**config.mk**
```make
export PLATFORM = sky130hd
export DESIGN_NAME = serial_regs_core
export DESIGN_NICKNAME = d
export VERILOG_FILES = /design/src/rtl/serial_regs_pkg.sv /design/src/rtl/serial_regs_ctrl.sv /design/src/rtl/serial_regs_dp.sv /design/src/rtl/serial_regs_core.sv
export SDC_FILE = /design/constraint.sdc
export NUM_CORES = 1
export LEC_CHECK = 0
export ABC_AREA = 1
export BUFFER_PORTS_ARGS = -buffer_cell sky130_fd_sc_hd__clkbuf_2
export CORE_UTILIZATION = 40
export CTS_CLUSTER_SIZE = 12
export DETAILED_ROUTE_END_ITERATION = 8
export PLACE_DENSITY = 0.65
export SYNTH_ARGS = -nofsm -noshare
export SYNTH_HDL_FRONTEND = slang
export SYNTH_SLANG_ARGS = --single-unit
export TNS_END_PERCENT = 5
```
**constraint.sdc**
```tcl
create_clock -name clk -period 1.2 [get_ports clk]
set_clock_uncertainty 0.05 [all_clocks]
set_input_delay 0 -clock clk [delete_from_list [all_inputs] [get_ports clk]]
set_output_delay 0 -clock clk [all_outputs]
set_load 0.02 [all_outputs]
```
**src/rtl/serial_regs_pkg.sv**
```systemverilog
package serial_regs_pkg;
  localparam int REG_W = 8;
  localparam int ADDR_W = 3;
  localparam int CKS_W = 2;
  localparam int DIV_W = REG_W + 2 * ((1 << CKS_W) - 1);

  localparam logic [ADDR_W-1:0] A_MODE = 3'd0;
  localparam logic [ADDR_W-1:0] A_CTRL = 3'd1;
  localparam logic [ADDR_W-1:0] A_RATE = 3'd2;
  localparam logic [ADDR_W-1:0] A_TXD  = 3'd3;
  localparam logic [ADDR_W-1:0] A_STAT = 3'd4;
  localparam logic [ADDR_W-1:0] A_RXD  = 3'd5;

  localparam int B_TDRE = 7;
  localparam int B_RDRF = 6;
  localparam int B_ORER = 5;
  localparam int B_TEND = 2;
  localparam int B_MPBT = 0;
  localparam int B_TXEN = 5;
  localparam int B_RXEN = 4;
  localparam int B_SEVEN = 6;
  localparam int B_PAREN = 4 + 1;
  localparam int B_ODD = 4;
  localparam int B_TWOSTOP = 3;

  localparam logic [REG_W-1:0] FLAG_MASK = 8'hF8;
  localparam logic [REG_W-1:0] TX_FORCE = 8'h84;
  localparam logic [REG_W-1:0] STAT_RESET = 8'h84;

  typedef struct packed {
    logic wrMode;
    logic wrCtrl;
    logic wrRate;
    logic wrTx;
    logic loadRx;
  } strobe_t;
endpackage

```
**src/rtl/serial_regs_ctrl.sv**
```systemverilog
module serial_regs_ctrl
  import serial_regs_pkg::*;
(
  input  logic              clk,
  input  logic              rstN,
  input  logic [ADDR_W-1:0] busAddr,
  input  logic              busWrEn,
  input  logic              busRdEn,
  input  logic [REG_W-1:0]  busWrData,
  input  logic              txEnable,
  input  logic              rxEnable,
  input  logic              txAccept,
  input  logic              rxValid,
  output strobe_t           strobes,
  output logic [REG_W-1:0]  statusVal,
  output logic              txValid
);
  logic [REG_W-1:0] statusQ, statusNext;
  logic [REG_W-1:0] readMaskQ, maskNext;
  logic [REG_W-1:0] effWrite;
  logic statWr, statRd, rxdRd, txHandoff, rxTake;

  assign statWr    = busWrEn && busAddr == A_STAT;
  assign statRd    = busRdEn && !busWrEn && busAddr == A_STAT;
  assign rxdRd     = busRdEn && !busWrEn && busAddr == A_RXD;
  assign txValid   = !statusQ[B_TDRE];
  assign txHandoff = txValid && txAccept;
  assign rxTake    = rxValid && rxEnable;
  assign effWrite  = busWrData | (txEnable ? '0 : TX_FORCE);

  always_comb begin
    statusNext = statusQ;
    maskNext = readMaskQ;
    strobes.wrMode = busWrEn && busAddr == A_MODE;
    strobes.wrCtrl = busWrEn && busAddr == A_CTRL;
    strobes.wrRate = busWrEn && busAddr == A_RATE;
    strobes.wrTx   = busWrEn && busAddr == A_TXD;
    strobes.loadRx = 1'b0;
    if (statWr) begin
      statusNext = statusQ & ~(readMaskQ & ~effWrite & FLAG_MASK);
      statusNext[B_MPBT] = busWrData[B_MPBT];
      if (!txEnable) begin
        statusNext[B_TDRE] = 1'b1;
        statusNext[B_TEND] = 1'b1;
      end
      if (!statusNext[B_TDRE]) statusNext[B_TEND] = 1'b0;
      maskNext = readMaskQ & effWrite;
    end
    if (statRd) maskNext = readMaskQ | (statusQ & FLAG_MASK);
    if (rxdRd) statusNext[B_RDRF] = 1'b0;
    if (txHandoff) begin
      statusNext[B_TDRE] = 1'b1;
      statusNext[B_TEND] = 1'b1;
    end
    if (strobes.wrTx) statusNext[B_TEND] = 1'b0;
    if (rxTake) begin
      if (statusNext[B_RDRF]) begin
        statusNext[B_ORER] = 1'b1;
      end else begin
        strobes.loadRx = 1'b1;
        statusNext[B_RDRF] = 1'b1;
      end
    end
  end

  always_ff @(posedge clk) begin
    if (!rstN) begin
      statusQ <= STAT_RESET;
      readMaskQ <= '0;
    end else begin
      statusQ <= statusNext;
      readMaskQ <= maskNext;
    end
  end

  assign statusVal = statusQ;
endmodule

```
**src/rtl/serial_regs_dp.sv**
```systemverilog
module serial_regs_dp
  import serial_regs_pkg::*;
(
  input  logic              clk,
  input  logic              rstN,
  input  logic [ADDR_W-1:0] busAddr,
  input  logic [REG_W-1:0]  busWrData,
  input  logic [REG_W-1:0]  rxByte,
  input  strobe_t           strobes,
  input  logic [REG_W-1:0]  statusVal,
  output logic [REG_W-1:0]  busRdData,
  output logic [REG_W-1:0]  txByte,
  output logic              txEnable,
  output logic              rxEnable,
  output logic [3:0]        frameDataBits,
  output logic [1:0]        frameParity,
  output logic [1:0]        frameStopBits,
  output logic [DIV_W-1:0]  rateDivisor
);
  logic [REG_W-1:0] modeQ, ctrlQ, rateQ, txdQ, rxdQ;
  logic [CKS_W-1:0] clkSel;

  always_ff @(posedge clk) begin
    if (!rstN) begin
      modeQ <= '0;
      ctrlQ <= '0;
      rateQ <= '0;
      txdQ  <= '0;
      rxdQ  <= '0;
    end else begin
      if (strobes.wrMode) modeQ <= busWrData;
      if (strobes.wrCtrl) ctrlQ <= busWrData;
      if (strobes.wrRate) rateQ <= busWrData;
      if (strobes.wrTx)   txdQ  <= busWrData;
      if (strobes.loadRx) rxdQ  <= rxByte;
    end
  end

  always_comb begin
    unique case (busAddr)
      A_MODE:  busRdData = modeQ;
      A_CTRL:  busRdData = ctrlQ;
      A_RATE:  busRdData = rateQ;
      A_TXD:   busRdData = txdQ;
      A_STAT:  busRdData = statusVal;
      A_RXD:   busRdData = rxdQ;
      default: busRdData = '0;
    endcase
  end

  assign clkSel        = modeQ[CKS_W-1:0];
  assign txByte        = txdQ;
  assign txEnable      = ctrlQ[B_TXEN];
  assign rxEnable      = ctrlQ[B_RXEN];
  assign frameDataBits = modeQ[B_SEVEN] ? 4'd7 : 4'd8;
  assign frameParity   = !modeQ[B_PAREN] ? 2'd0 : (modeQ[B_ODD] ? 2'd2 : 2'd1);
  assign frameStopBits = modeQ[B_TWOSTOP] ? 2'd2 : 2'd1;
  assign rateDivisor   = DIV_W'(rateQ) << (2 * clkSel);
endmodule

```
**src/rtl/serial_regs_core.sv**
```systemverilog
module serial_regs_core
  import serial_regs_pkg::*;
(
  input  logic              clk,
  input  logic              rstN,
  input  logic [ADDR_W-1:0] busAddr,
  input  logic              busWrEn,
  input  logic              busRdEn,
  input  logic [REG_W-1:0]  busWrData,
  output logic [REG_W-1:0]  busRdData,
  output logic              txValid,
  output logic [REG_W-1:0]  txByte,
  input  logic              txAccept,
  input  logic              rxValid,
  input  logic [REG_W-1:0]  rxByte,
  output logic              rxReady,
  output logic [3:0]        frameDataBits,
  output logic [1:0]        frameParity,
  output logic [1:0]        frameStopBits,
  output logic [DIV_W-1:0]  rateDivisor
);
  strobe_t          strobes;
  logic [REG_W-1:0] statusVal;
  logic             txEnable, rxEnable;

  serial_regs_ctrl u_ctrl (
    .clk(clk), .rstN(rstN), .busAddr(busAddr), .busWrEn(busWrEn),
    .busRdEn(busRdEn), .busWrData(busWrData), .txEnable(txEnable),
    .rxEnable(rxEnable), .txAccept(txAccept), .rxValid(rxValid),
    .strobes(strobes), .statusVal(statusVal), .txValid(txValid)
  );

  serial_regs_dp u_dp (
    .clk(clk), .rstN(rstN), .busAddr(busAddr), .busWrData(busWrData),
    .rxByte(rxByte), .strobes(strobes), .statusVal(statusVal),
    .busRdData(busRdData), .txByte(txByte), .txEnable(txEnable),
    .rxEnable(rxEnable), .frameDataBits(frameDataBits),
    .frameParity(frameParity), .frameStopBits(frameStopBits),
    .rateDivisor(rateDivisor)
  );

  assign rxReady = rxEnable;
endmodule

```
After elaboration in Yosys (flattened, before gate mapping):

Cells that the tools add are included.

* eq/ne operators: 5
* shifts and indexed selects: 1
* multiplexer cells: 20
* bitwise gates (word level): 8
* reductions and logical operators: 16

Operators with widths (count)
* 8-bit case mux with 6 select lines: 1
* 8-bit AND: 3
* 8-bit 2-to-1 mux: 3
* 8-bit inverter: 2
* 8-bit bitwise OR: 2
* 8-bit by 3-bit << shifter with 14-bit output: 1
* 1-bit logical AND: 10
* 1-bit 2-to-1 mux: 10
* 2-bit 2-to-1 mux: 4
* 7-bit 2-to-1 mux: 1
* 3-bit by 2-bit == test with 1-bit output, second input constant: 2
* 3-bit == test, second input constant: 2
* 4-bit 2-to-1 mux: 1
* 3-bit by 1-bit == test with 1-bit output, second input constant: 1
* 3-bit logical NOT: 1
* 3-bit nonzero test: 1
* 1-bit logical NOT: 2
* 2-bit nonzero test: 1
* 2-bit OR reduction: 1
* 1-bit inverter: 1

* register bits after elaboration: 56
* bits of input ports: 25
* logic and storage cells: 60

Longest topological paths before layout:

* depth in word-level cells: 13
* depth in mapped cells: 9

Cells and area by module:

A second synthesis with hierarchy kept.

* cell total of the unflattened synthesis: 412
* area total of the unflattened synthesis: 2742.6 µm²

Modules (own cells, without submodules)
* serial_regs_dp: times used 1, cells an instance 320, area each 2133.3 µm², seq. area each 800.8 µm²
* serial_regs_ctrl: times used 1, cells an instance 92, area each 609.3 µm², seq. area each 240.2 µm²

Worst setup path after synthesis:

OpenSTA, ideal clock, no wires.

* kind: register to output
* start: reg u_dp.modeQ[1]
* end: out rateDivisor[8]
* data arrival time: 1350 ps
* required time: 1150 ps
* path slack: -200 ps
* stages on the path, launching flop included: 5
* path buffers: 2
* cell sequence: dfxtp_1 > clkbuf_1 > inv_1 > clkbuf_1 > o21ai_0

* word-level cells in the longest chain between the ends: 1

Ends and longest elaborated chain
* start, declared: RTL line serial_regs_dp.sv:20 `logic [REG_W-1:0] modeQ, ctrlQ, rateQ, txdQ, rxdQ;`
* start signal, assigned: RTL line serial_regs_dp.sv:31 `if (strobes.wrMode) modeQ <= busWrData;`
* 8-bit by 3-bit << shifter with 14-bit output: RTL line serial_regs_dp.sv:58 `assign rateDivisor = DIV_W'(rateQ) << (2 * clkSel);`
* end, declared: RTL line serial_regs_core.sv:20 `output logic [DIV_W-1:0] rateDivisor`

Every way passes these cells.

Worst setup path in the final report:

* start: reg u_dp.modeQ[0]
* end: out rateDivisor[7]

Same word-level chain as after synthesis.

==> summary.md <==
| Metric | Value |
|---|---|
| CP max stage cell | `dfxtp_4` |
| Core Area | `6310 um2` |
| Cell Pwr Density | `990 nW/um2` |
| CTS tree | `built` |
| Largest family of logic cells by synthesized area | `simple AND/OR/NAND/NOR gates` |
| Fmax | `about 0.77 GHz` |
| Vias in the first global route | `~2600` |
| Detail Route Antenna Nets | `0` |
| CP bufs+invs | `2` |
| Crit path max fanout | `6` |
| Adder-cell share of the synthesized area | `0%` |
| WL final | `roughly 7400 um` |
| Sum Neg Setup Slack | `-0.768 ns` |
| Die Y | `82.9 um` |
| CTS root buf | `clkbuf_8` |
| CP Capture Type | `output pin` |
| WS Path Type | `reg -> out` |
| Yosys cell types | `30` |
| DRT Pass-1 Iters | `6` |
| Outcome | `complete, but fails checks` |
| DR iter-0 viols | `around 210` |
| Worst setup startpoint | `u_dp.modeQ[0]$_SDFFE_PN0P_` |
| Violated checks | `setup timing` |
| Via count | `around 2800` |
| Max clock buf depth | `2` |
| Core Rows | `29` |
| DIE AREA | `6870 um2` |
| Flops & latches, synth | `52` |
| CP max stage delay | `approximately 0.37 ns` |
| Hold Path Cell Cnt | `3` |
| Mux cell area share after synthesis | `0.765%` |
| Hold path startpoint | `busWrEn` |
| Final worst-path cycle share | `108%` |
| Sequential area share after synthesis | `39.8%` |
| Antenna violations before repair | `0` |
| Lkg Pwr | `between 0.0015 and 0.002 uW` |
| Port Buf Inserts | `between 60 and 70` |
| Warnings, synthesis | `0` |
| Post-DP HPWL | `5510 um` |
| IR drop worst, VDD | `slightly below 0.6 mV` |
| Setup slack, reg-to-reg | `0.07 ns` |
| I/O pins | `65` |
| Worst path arrival time | `~1.3 ns` |
| Compound-Gate Fraction of Synth Area | `20.9%` |
| Hold Path Class | `in -> reg` |
| Sinks on Clock Net | `52` |
| Startpoint Class | `flip-flop` |
| GR Util All Layers | `21.8%` |
| Share of layout cells above drive strength 1 | `32.2%` |
| Gp weighted congestion | `0.882` |
| Mapped Cells | `376` |
| Starting Density | `41.4%` |
| P&R area growth vs syn | `35.7%` |
| Nets | `slightly below 500` |
| H-tree levels | `2` |
| Delay-heaviest family, CP | `flip-flops` |
| Dpl cell area | `3080 um2` |
| First-pass GRT wire length | `12200 um` |
| Critical Path RT | `1.15 ns` |
| Worst-path cell chain | `buf_6 > nand2_4 > o21ai_2 > mux2i_1 > buf_4` |
| Syn_nets | `around 400` |
| Worst reg2reg path startpoint | `u_ctrl.statusVal[6]$_SDFF_PN0_` |
| Die width | `82.9 um` |
| Via density | `5.17` |
| Clock slew seen by the registers of the worst setup and hold paths | `0.09 ns` |
| Largest net degree at the start of global routing | `40` |
| CTS buffer count | `5` |
| Max capacitance violation total | `0` |
| RSZ-0062 raised after global routing | `true` |
| Worst Hold Path EP | `u_dp.txByte[1]$_SDFFE_PN0P_` |
| Crit Reg-Reg Endpoint | `u_dp.rxdQ[7]$_SDFFE_PN0P_` |
| Slew Limit Fails | `0` |
| DR DRC count | `0` |
| Ant diodes | `0` |
| Final Instance Area | `3550 um2` |
| Simple-gate share of the synthesized area | `a little over a quarter` |
| Final hold violation count | `0` |
| Post-Synth XOR/XNOR Area | `0%` |
| Relative slew slack | `approximately 77%` |
| Gr ovfl total | `0` |
| Worst R2R Path Depth | `6` |
| Clk Latency, worst-skew pair | `0.29 ns` |
| WL/cell | `~14 um` |
| Mapped Area | `2620 um2` |
| Worst Tran Pin Value | `0.347 ns` |
| Final min period | `1.30 ns` |
| Syn Area/Cell | `6.96 um2` |
| Final setup fails | `17` |
| Worst Slack Setup Final | `-0.101 ns` |
[stage by stage]
stage               worst slack, ns  instances  hold WS [ns]  utilization [%]  total power [uW]
finish                       -0.101        546        0.0180             56.2              3510
global route                 -0.164        546        0.0338             56.2              3660
CTS                          -0.104        546       0.00842             55.1              3520
detailed placement          0.00850        520         0.247             48.8              2320
global placement             0.0409        520         0.253             48.8              2310
floorplan                    -0.165        376        0.0849                -              2120
[layout by cell type, fill, tap and decap left out, drive strengths merged]
cell / count
clkbuf: 50
or2: 1
nor3: 4
dfxtp: 52
o21ai: 48
inv: 43
a22oi: 6
dlygate4sd3: 17
nand2: 55
bufinv: 1
nor2: 51
buf: 44
mux2i: 2
nand3: 39
nand4: 1
a21oi: 51
clkinv: 3
o211ai: 1
[synth_stat cells (all sizes together)]
library cell	n	area, um2
nand2	55	234
dlygate4sd1	1	8.76
or2	1	6.26
o21ai	48	240
nand4	1	21.3
clkbuf	5	20.0
buf	13	100
o211ai	1	7.51
nor2	51	211
a21oi	51	255
inv	43	161
clkinv	3	12.5
mux2i	2	20.0
nand3	39	200
a22oi	6	45.0
nor3	4	31.3
dfxtp	52	1040
[routing by layer]
layer | vias to the layer above | share of wire [%] | GRT usage [%]
li1 | 1421 | - | -
met1 | 1286 | 44 | 27.8
met2 | 108 | 49 | 38.7
met3 | 6 | 5.7 | 2.58
met4 | 0 | 1.3 | 5.64
met5 | - | 0 | 0
[where the power goes]
part	internal [uW]	switching (uW)	leakage, uW
clock	600	542	0.0000501
combinational	233	335	0.00110
sequential	1770	35.7	0.000425
[registers in the layout, summed over array words and instances (netlist names)]
register	flops
u_ctrl.readMaskQ	5
u_ctrl.statusVal	7
u_dp.ctrlQ	8
u_dp.modeQ	8
u_dp.rateQ	8
u_dp.rxdQ	8
u_dp.txByte	8
[what timing repair did]
action,CTS,global route
setup buffers,3,0
pin swaps,6,8
endpoints found under the hold margin,25,0
endpoints found under the setup margin,23,30
hold buffers,17,0
resized for setup,48,44
[tightest hold or removal path: stages]
cell and delay [ns]:
clkbuf_2 0.16, nand3_1 0.11, a21oi_1 0.06
[cell type report]
class,instances,area (um2)
multi-input combinational,259,1360
tap,77,96.3
clock inverter,1,30.0
fill,636,2760
timing repair buffer,106,756
clock buffer,5,68.8
inverter,46,181
sequential,52,1050
[kinds of logic (layout without fill, tap and decap cells)]
family / count (synthesis) / in the layout
flip-flops: 52 / 52
AND/OR/NAND/NOR: 151 / 151
multiplexers: 2 / 2
AO/OA/AOI/OAI: 106 / 106
buffers and inverters: 65 / 158
[how the worst max path moves through the flow]
stage	cells after the start	slack, ns	endpoint
finish	5	-0.10	rateDivisor[7]
CTS	4	-0.10	rateDivisor[13]
floorplan	4	-0.17	rateDivisor[12]
global route	5	-0.16	rateDivisor[7]
global placement	7	0.04	u_dp.rxdQ[7]$_SDFFE_PN0P_
detailed placement	7	0.009	u_dp.rxdQ[7]$_SDFFE_PN0P_
No activity file was read; power rests on OpenSTA's default activity.
